--- src/rtl/resv_pkg.sv ---
package resv_pkg;
    typedef enum logic [1:0] {
        LS_EMPTY = 2'd0,
        LS_PART  = 2'd1,
        LS_FULL  = 2'd2
    } lifo_state_e;

    localparam int GRAN_OFF_W = 4;
endpackage

--- src/rtl/resv_lifo.sv ---
module resv_lifo
    import resv_pkg::*;
#(
    parameter int ADDR_W    = 32,
    parameter int DEPTH     = 4,
    parameter int BLK_OFF_W = 6
) (
    input  logic              clk,
    input  logic              rst_n,
    input  logic              snp_req,
    input  logic [ADDR_W-1:0] snp_addr,
    input  logic              sc_req,
    input  logic [ADDR_W-1:0] sc_addr,
    input  logic              lr_req,
    input  logic [ADDR_W-1:0] lr_addr,
    output logic              sc_ok
);
    localparam int LVL_W = $clog2(DEPTH + 1);
    localparam int IDX_W = (DEPTH > 1) ? $clog2(DEPTH) : 1;
    localparam logic [LVL_W-1:0] LVL_MAX = LVL_W'(DEPTH);
    localparam logic [ADDR_W-1:0] BLK_MASK  = ~((ADDR_W'(1) << BLK_OFF_W) - ADDR_W'(1));
    localparam logic [ADDR_W-1:0] GRAN_MASK = ~((ADDR_W'(1) << GRAN_OFF_W) - ADDR_W'(1));

    logic [ADDR_W-1:0] mem [DEPTH];
    logic [LVL_W-1:0]  level, level1, level2, level_n;
    lifo_state_e       state, state_n;
    logic [ADDR_W-1:0] top0, top1;
    logic              snp_hit, is_empty;

    // state decode
    always_comb begin
        unique case (state)
            LS_EMPTY: is_empty = 1'b1;
            LS_PART:  is_empty = 1'b0;
            LS_FULL:  is_empty = 1'b0;
            default:  is_empty = 1'b1;
        endcase
    end

    // ordered update: snoop, then store-conditional, then push
    always_comb begin
        top0    = is_empty ? '0 : mem[IDX_W'(level - LVL_W'(1))];
        snp_hit = snp_req && !is_empty && (((top0 ^ snp_addr) & BLK_MASK) == '0);
        level1  = level - LVL_W'(snp_hit);
        top1    = (level1 == '0) ? '0 : mem[IDX_W'(level1 - LVL_W'(1))];
        sc_ok   = sc_req && (level1 != '0) && (top1 == (sc_addr & GRAN_MASK));
        level2  = level1 - LVL_W'(sc_ok);
        level_n = (lr_req && level2 != LVL_MAX) ? level2 + LVL_W'(1) : level2;
        if (level_n == '0)
            state_n = LS_EMPTY;
        else if (level_n == LVL_MAX)
            state_n = LS_FULL;
        else
            state_n = LS_PART;
    end

    always_ff @(posedge clk) begin
        if (!rst_n) begin
            state <= LS_EMPTY;
            level <= '0;
        end else begin
            state <= state_n;
            level <= level_n;
        end
    end

    always_ff @(posedge clk) begin
        if (!rst_n) begin
            for (int i = 0; i < DEPTH; i++) mem[i] <= '0;
        end else if (lr_req) begin
            if (level2 == LVL_MAX) begin
                for (int i = 0; i < DEPTH - 1; i++) mem[i] <= mem[i+1];
                mem[DEPTH-1] <= lr_addr & GRAN_MASK;
            end else begin
                mem[IDX_W'(level2)] <= lr_addr & GRAN_MASK;
            end
        end
    end

    a_r8_level_bound: assert property (@(posedge clk) disable iff (!rst_n)
        level <= LVL_MAX);
    a_r10_state_matches_level: assert property (@(posedge clk) disable iff (!rst_n)
        (state == LS_EMPTY) == (level == '0));
    a_r3_empty_snoop_noop: assert property (@(posedge clk) disable iff (!rst_n)
        (snp_req && level == '0 && !lr_req) |=> (level == '0));
    a_r5_empty_sc_fails: assert property (@(posedge clk) disable iff (!rst_n)
        (level == '0) |-> !sc_ok);
endmodule

--- src/rtl/fail_monitor.sv ---
module fail_monitor #(
    parameter int WARN_PERIOD = 10000
) (
    input  logic clk,
    input  logic rst_n,
    input  logic fail,
    input  logic pass,
    output logic warn
);
    localparam int PH_W = $clog2(WARN_PERIOD);
    localparam logic [PH_W-1:0] PH_LAST = PH_W'(WARN_PERIOD - 1);

    logic [PH_W-1:0] phase;

    always_ff @(posedge clk) begin
        if (!rst_n) begin
            phase <= '0;
            warn  <= 1'b0;
        end else begin
            warn <= 1'b0;
            if (pass) begin
                phase <= '0;
            end else if (fail) begin
                if (phase == PH_LAST) begin
                    phase <= '0;
                    warn  <= 1'b1;
                end else begin
                    phase <= phase + PH_W'(1);
                end
            end
        end
    end

    a_r7_warn_after_fail: assert property (@(posedge clk) disable iff (!rst_n)
        warn |-> $past(fail));
    a_r6_pass_clears: assert property (@(posedge clk) disable iff (!rst_n)
        pass |=> (phase == '0 && !warn));
endmodule

--- src/rtl/resv_stack_tracker.sv ---
module resv_stack_tracker #(
    parameter int NUM_HARTS   = 2,
    parameter int ADDR_W      = 32,
    parameter int DEPTH       = 4,
    parameter int BLK_OFF_W   = 6,
    parameter int WARN_PERIOD = 10000,
    localparam int HID_W      = (NUM_HARTS > 1) ? $clog2(NUM_HARTS) : 1
) (
    input  logic              clk,
    input  logic              rst_n,
    input  logic              lr_valid,
    input  logic [HID_W-1:0]  lr_hart,
    input  logic [ADDR_W-1:0] lr_addr,
    input  logic              sc_valid,
    input  logic [HID_W-1:0]  sc_hart,
    input  logic [ADDR_W-1:0] sc_addr,
    input  logic              snp_valid,
    input  logic [HID_W-1:0]  snp_hart,
    input  logic [ADDR_W-1:0] snp_addr,
    output logic              sc_resp_valid,
    output logic              sc_resp_ok,
    output logic              warn_pulse,
    output logic [HID_W-1:0]  warn_hart
);
    logic [NUM_HARTS-1:0] ok_vec, sc_sel, warn_vec;
    logic [HID_W-1:0]     resp_hart;

    for (genvar h = 0; h < NUM_HARTS; h++) begin : g_hart
        logic lr_sel, snp_sel;
        assign lr_sel    = lr_valid  && (lr_hart  == HID_W'(h));
        assign snp_sel   = snp_valid && (snp_hart == HID_W'(h));
        assign sc_sel[h] = sc_valid  && (sc_hart  == HID_W'(h));

        resv_lifo #(
            .ADDR_W(ADDR_W), .DEPTH(DEPTH), .BLK_OFF_W(BLK_OFF_W)
        ) i_lifo (
            .clk(clk), .rst_n(rst_n),
            .snp_req(snp_sel), .snp_addr(snp_addr),
            .sc_req(sc_sel[h]), .sc_addr(sc_addr),
            .lr_req(lr_sel), .lr_addr(lr_addr),
            .sc_ok(ok_vec[h])
        );

        fail_monitor #(.WARN_PERIOD(WARN_PERIOD)) i_mon (
            .clk(clk), .rst_n(rst_n),
            .fail(sc_sel[h] && !ok_vec[h]),
            .pass(ok_vec[h]),
            .warn(warn_vec[h])
        );
    end

    always_ff @(posedge clk) begin
        if (!rst_n) begin
            sc_resp_valid <= 1'b0;
            sc_resp_ok    <= 1'b0;
            resp_hart     <= '0;
        end else begin
            sc_resp_valid <= sc_valid;
            sc_resp_ok    <= |ok_vec;
            resp_hart     <= sc_hart;
        end
    end

    assign warn_pulse = |warn_vec;
    assign warn_hart  = resp_hart;

    a_r11_resp_follows: assert property (@(posedge clk) disable iff (!rst_n)
        sc_valid |=> sc_resp_valid);
    a_r11_no_stray_resp: assert property (@(posedge clk) disable iff (!rst_n)
        !sc_valid |=> !sc_resp_valid);
    a_r11_ok_with_valid: assert property (@(posedge clk) disable iff (!rst_n)
        sc_resp_ok |-> sc_resp_valid);
    a_r1_single_warn: assert property (@(posedge clk) disable iff (!rst_n)
        $onehot0(warn_vec));
    a_r7_warn_with_fail: assert property (@(posedge clk) disable iff (!rst_n)
        warn_pulse |-> (sc_resp_valid && !sc_resp_ok));
endmodule

--- config.mk ---
export PLATFORM = sky130hd
export DESIGN_NAME = resv_stack_tracker
export DESIGN_NICKNAME = d
export VERILOG_FILES = /design/src/rtl/resv_pkg.sv /design/src/rtl/resv_lifo.sv /design/src/rtl/fail_monitor.sv /design/src/rtl/resv_stack_tracker.sv
export SDC_FILE = /design/constraint.sdc
export NUM_CORES = 1
export LEC_CHECK = 0
export BUFFER_PORTS_ARGS = -buffer_cell sky130_fd_sc_hd__clkbuf_2
export CAP_MARGIN = 20
export CORE_MARGIN = 8
export CORE_UTILIZATION = 58
export CTS_CLUSTER_SIZE = 28
export DETAILED_ROUTE_END_ITERATION = 10
export PLACE_DENSITY = 0.77
export SYNTH_ARGS = -nofsm -noshare
export SYNTH_HDL_FRONTEND = slang
export SYNTH_HIERARCHICAL = 1
export SYNTH_SLANG_ARGS = --single-unit
--- constraint.sdc ---
create_clock -name clk -period 14.6 [get_ports clk]
set_input_delay 0.73 -clock clk [delete_from_list [all_inputs] [get_ports clk]]
set_output_delay 0.73 -clock clk [all_outputs]
set_load 0.01 [all_outputs]
# After elaboration in Yosys (flattened, before gate mapping)
# Memories as Yosys holds them, arrays and structs flattened.
# Index checks and enable logic that the tools add are counted.
# word_totals
register_bits	43
ram_bits	256
inputBits	104
out_inout_bits	4
elab_cells	138
mem_count	2
# classes
add_sub_neg	12
eq_ne	14
n_mux	43
n_bitwise	16
n_reduce_logical	40
# memory_table
memory	words	width	read_ports	rd_clocked_by_memory_dff	wr	line_no	source
g_hart[0].i_lifo.mem	4	32	5	0	4	resv_lifo.sv:24	logic [ADDR_W-1:0] mem [DEPTH];
g_hart[1].i_lifo.mem	4	32	5	0	4	resv_lifo.sv:24	
# op_table
op	n
$mux W32	14
$eq A32 B32 Y1	2
$logic_not A32 Y1	2
$reduce_or A32 Y1	2
$xor A32 B32 Y32	2
$add A14 B1 Y14 const B	2
$eq A14 B14 Y1 const B	2
$mux W14	2
$mux W1	21
$logic_and A1 B1 Y1	18
$reduce_or A2 Y1	8
$eq A3 B3 Y1 const B	4
$logic_not A3 Y1	4
$sub A3 B1 Y3	4
$mux W2	4
$or A1 B1 Y1	8
$sub A2 B1 Y2 const B	4
$add A3 B1 Y3 const B	2
$mux W3	2
$ne A3 B3 Y1 const B	2
$not A1 Y1	6
$reduce_bool A3 Y1	2
$reduce_or A3 Y1	2
$eq A2 B1 Y1 const B	2
other kinds (2)	4

# Longest topological paths before layout
# An unclocked memory read counts as a cell.
# depth
word_depth	20
ltp_mapped	29
mapped_depth_nobuf	22

# Modules after synthesis
# Netlist, hierarchy kept.
# modules_own_cells
module	n_inst	cells_each	area_each_um2
resv_lifo at g_hart[1].i_lifo	1	560	7340.8
resv_lifo at g_hart[0].i_lifo	1	556	7270.7
fail_monitor	2	79	724.4
resv_stack_tracker	1	15	147.6

# Worst setup path before layout
# OpenSTA, ideal clock, no wires.
# synth_timing
path_type	register to register
startpoint	register g_hart[1].i_lifo.level[0]
endpoint	memory g_hart[1].i_lifo.mem[1][10] (enable)
setup_time_ns	0.452
arrival_time_ns	7.546
slack_ns	6.602
stages_incl_launch_ff	23
path_cell_list	dfxtp_1 buf_2 buf_2 mux4_2 nor3b_1 nand3_1 a32o_1 nor4_1 ha_1 ha_1 ha_1 clkbuf_1 mux4_1 xnor2_1 nand3_1 a2111oi_2 o2111ai_1 a2111oi_2 ha_1 ha_1 xnor2_1 nand2_1 o21ai_0
# synth_rtl
item	line_no	source
from (decl)	resv_lifo.sv:25	logic [LVL_W-1:0] level, level1, level2, level_n;
from (signal assigned)	resv_lifo.sv:63	level <= level_n;
to (decl)	resv_lifo.sv:24	

==> reports/qor.yml <==
synth:
  synth.distinct_cells: 73
  synth_seq_cells: 267
  yosysTopAreaCell: "edfxtp_1"
  netlist_area_um2: 16200
  synth_nets: 1407
  synth_warnings: 6
  synth_area_leaders: "edfxtp_1 (42%), mux4_2 (10%), a22o_1 (9.1%)"
  synth.yosys.seq_area_share: 0.468
  synth_edf_count: 224
  syn-instance-count: 1289
  synth_top_area_share: 0.415
  avgSynthCellArea_um2: 12.6
  async_flop_share: 0
  synth-main-ff-cell: "edfxtp_1"
clock_network:
  cts_root_buf: "clkbuf_16"
  h-tree-depth: 1
  cts_tree: "done"
  clk_pin_slew_ns: 0.06
  clock_latency_ns: 0.57
  numCtsBuffers: 31
  cts_resized: 0
  cts_setup_buffers: 0
  clock_path_buffers: 3
  cts_sinks: 267
  ctsHoldBuffers: 0
global_routing:
  overflow: 0
  grt_max_degree: 85
  grt.busiest_layer: "met2"
  grt_use_total: 0.297
  grt_pass1_wl_mm: 75.4
  use_met3: 0.0677
  grt_pass1_vias: 12000
  grt_use_met1: 0.392
  antenna_found_initial: 7
  grtUsageMet2: 0.461
layout:
  nets: 1479
  drive_above_1_share: 0.207
  instances_no_fill: 1769
  final_common_cell: "edfxtp_1"
  final_util: 0.653
  n_fill_cell: 2096
  final_cell_mix: "edfxtp_1 (224), a22o_1 (168), nor2_1 (95)"
  area_growth_pct: 11.3
sta:
  finalSetupViolations: 0
  relSlewSlack: 0.345
  tightest_slew_ns: 0.982
  timing.fmax_mhz: 103
  hold_violations: 0
  min_period_over_period: 0.665
  setup_tns_ns: 0
  rsz0062_at_grt: "false"
  period_minus_slack_ns: 9.72
  slew_viol_final: 0
  skew_ns: 0.0230
drt:
  first_iter_violations: 1563
  antenna_left: 0
  first_pass_iters: 7
  drc: 0
  vias_per_cell: 7.04
  vias: 12500
  wirelength_mm: 50.1
  wl_per_cell_um: 28.3
worst_setup_path:
  critPathLaunchType: "flip-flop"
  criticalPathCategory: "reg -> reg"
  end_kind: "flip-flop"
  critPathMaxFanout: 20
  crit_required_ns: 14.84
  worstPathArrival_ns: 9.95
run:
  max-cap-violations: 0
place:
  io_buffers: 93
  place_congestion: 0.939
  dp_cells: 1705
  hpwl_mm: 33.8
floorplan:
  die_w_um: 183
  start_util: 0.587
  ios: 108
  die_h_um: 183
  die-area_um2: 33500
  core_um2: 27600
  rows: 61
outcome:
  status: "completed"
pwr:
  p_leak_nw: 6.35
  power_density_nw_per_um2: 107
  peakVddDrop_v: 0.0000901
hold_path:
  hp-class: "in -> reg"
[logic make-up after synthesis]
group	after synthesis	synth area share
adders and majority gates	14	0.0108
buffers and inverters	114	0.0338
DFF	267	0.468
AOI/OAI and AO/OA	286	0.145
muxes	130	0.161
xor gates and xnor gates	94	0.0508
and+or+nand+nor	384	0.131
[critical path, stage by stage (launching register included)]
cell	delay [ns]
dfxtp_2	0.69
buf_4	0.43
mux4_2	0.66
nor4bb_1	0.30
a31oi_1	0.07
o32ai_1	0.21
nand4b_1	0.16
nor4_2	0.43
ha_2	0.27
ha_1	0.34
ha_1	0.82
buf_4	0.46
mux4_2	0.37
xnor2_1	0.37
o2111ai_1	0.26
a211oi_2	0.35
o2111ai_1	0.30
nor4_2	0.73
ha_1	0.26
ha_1	0.19
xnor2_1	0.25
nand3_1	0.12
o21ai_0	0.11
nand2_1	0.07
nand2_1	0.72
buf_4	0.41
[metal layers]
| metal | vias up | wire (um) |
|---|---|---|
| li1 | 5334 | - |
| met2 | 828 | 22800 |
| met5 | - | 28 |
| met3 | 147 | 6160 |
| met4 | 4 | 2430 |
| met1 | 6142 | 18700 |
[where the power goes]
part	total, W	switching [W]	internal, W	leakage (nW)
Sequential	0.000886	0.0000264	0.000860	2.68
Combinational	0.000274	0.000164	0.000110	3.19
Clock	0.000777	0.000321	0.000456	0.491
[sequential cells by signal, summed over array words and instances, names as in the netlist]
signal and flops:
g_hart.i_lifo/mem 224, g_hart.i_mon/phase 28, g_hart.i_lifo/level 6, g_hart.i_lifo/state 4, g_hart.i_mon/warn 2, sc_resp_ok 1, sc_resp_valid 1, warn_hart 1
[layout make-up]
cell class              count  area (um^2)  area share
multi-input cells         908         8130       0.450
repair buffers            125          718      0.0398
inverters                  28          105     0.00583
clock buffers              37          828      0.0459
diodes                      6         15.0    0.000832
well taps                 378          473      0.0262
clock inverters            20          186      0.0103
flip-flops and latches    267         7590       0.421
[worst paths after layout]
kind	to	cells after the start	slack (ns)	startpoint
worst max-delay path	g_hart[0].i_lifo/mem[3][13]	25	4.88	g_hart[0].i_lifo/level[0]
worst min-delay path	sc_resp_valid	2	0.45	sc_valid
worst max register to register	g_hart[0].i_lifo/mem[3][13]	25	4.88	g_hart[0].i_lifo/level[0]
worst min register to register	g_hart[1].i_mon/phase[13]	2	0.52	g_hart[1].i_mon/phase[13]
[synthesized netlist by cell type (all sizes together) (17+ instances only)]
master  count
a22o      168
and2       66
buf        34
clkbuf     52
dfxtp      43
edfxtp    224
inv        27
mux2i      28
mux4       97
nand2      39
nand3      44
nand4      23
nor2      105
o21ai      21
o32ai      17
xnor2      71
xor2       23
[through the flow]
stage / total power, W / area (um^2) / worst slack (ns) / hold slack [ns]
floorplan: 0.00106 / 16200 / 6.60 / 0.477
global placement: 0.00116 / 17000 / 4.97 / 0.496
detailed placement: 0.00117 / 17000 / 4.77 / 0.500
CTS: 0.00194 / 18000 / 4.75 / 0.422
global route: 0.00199 / 18000 / 4.46 / 0.460
finish: 0.00194 / 18000 / 4.88 / 0.446
Note: power is estimated with default switching activity, not from simulation.
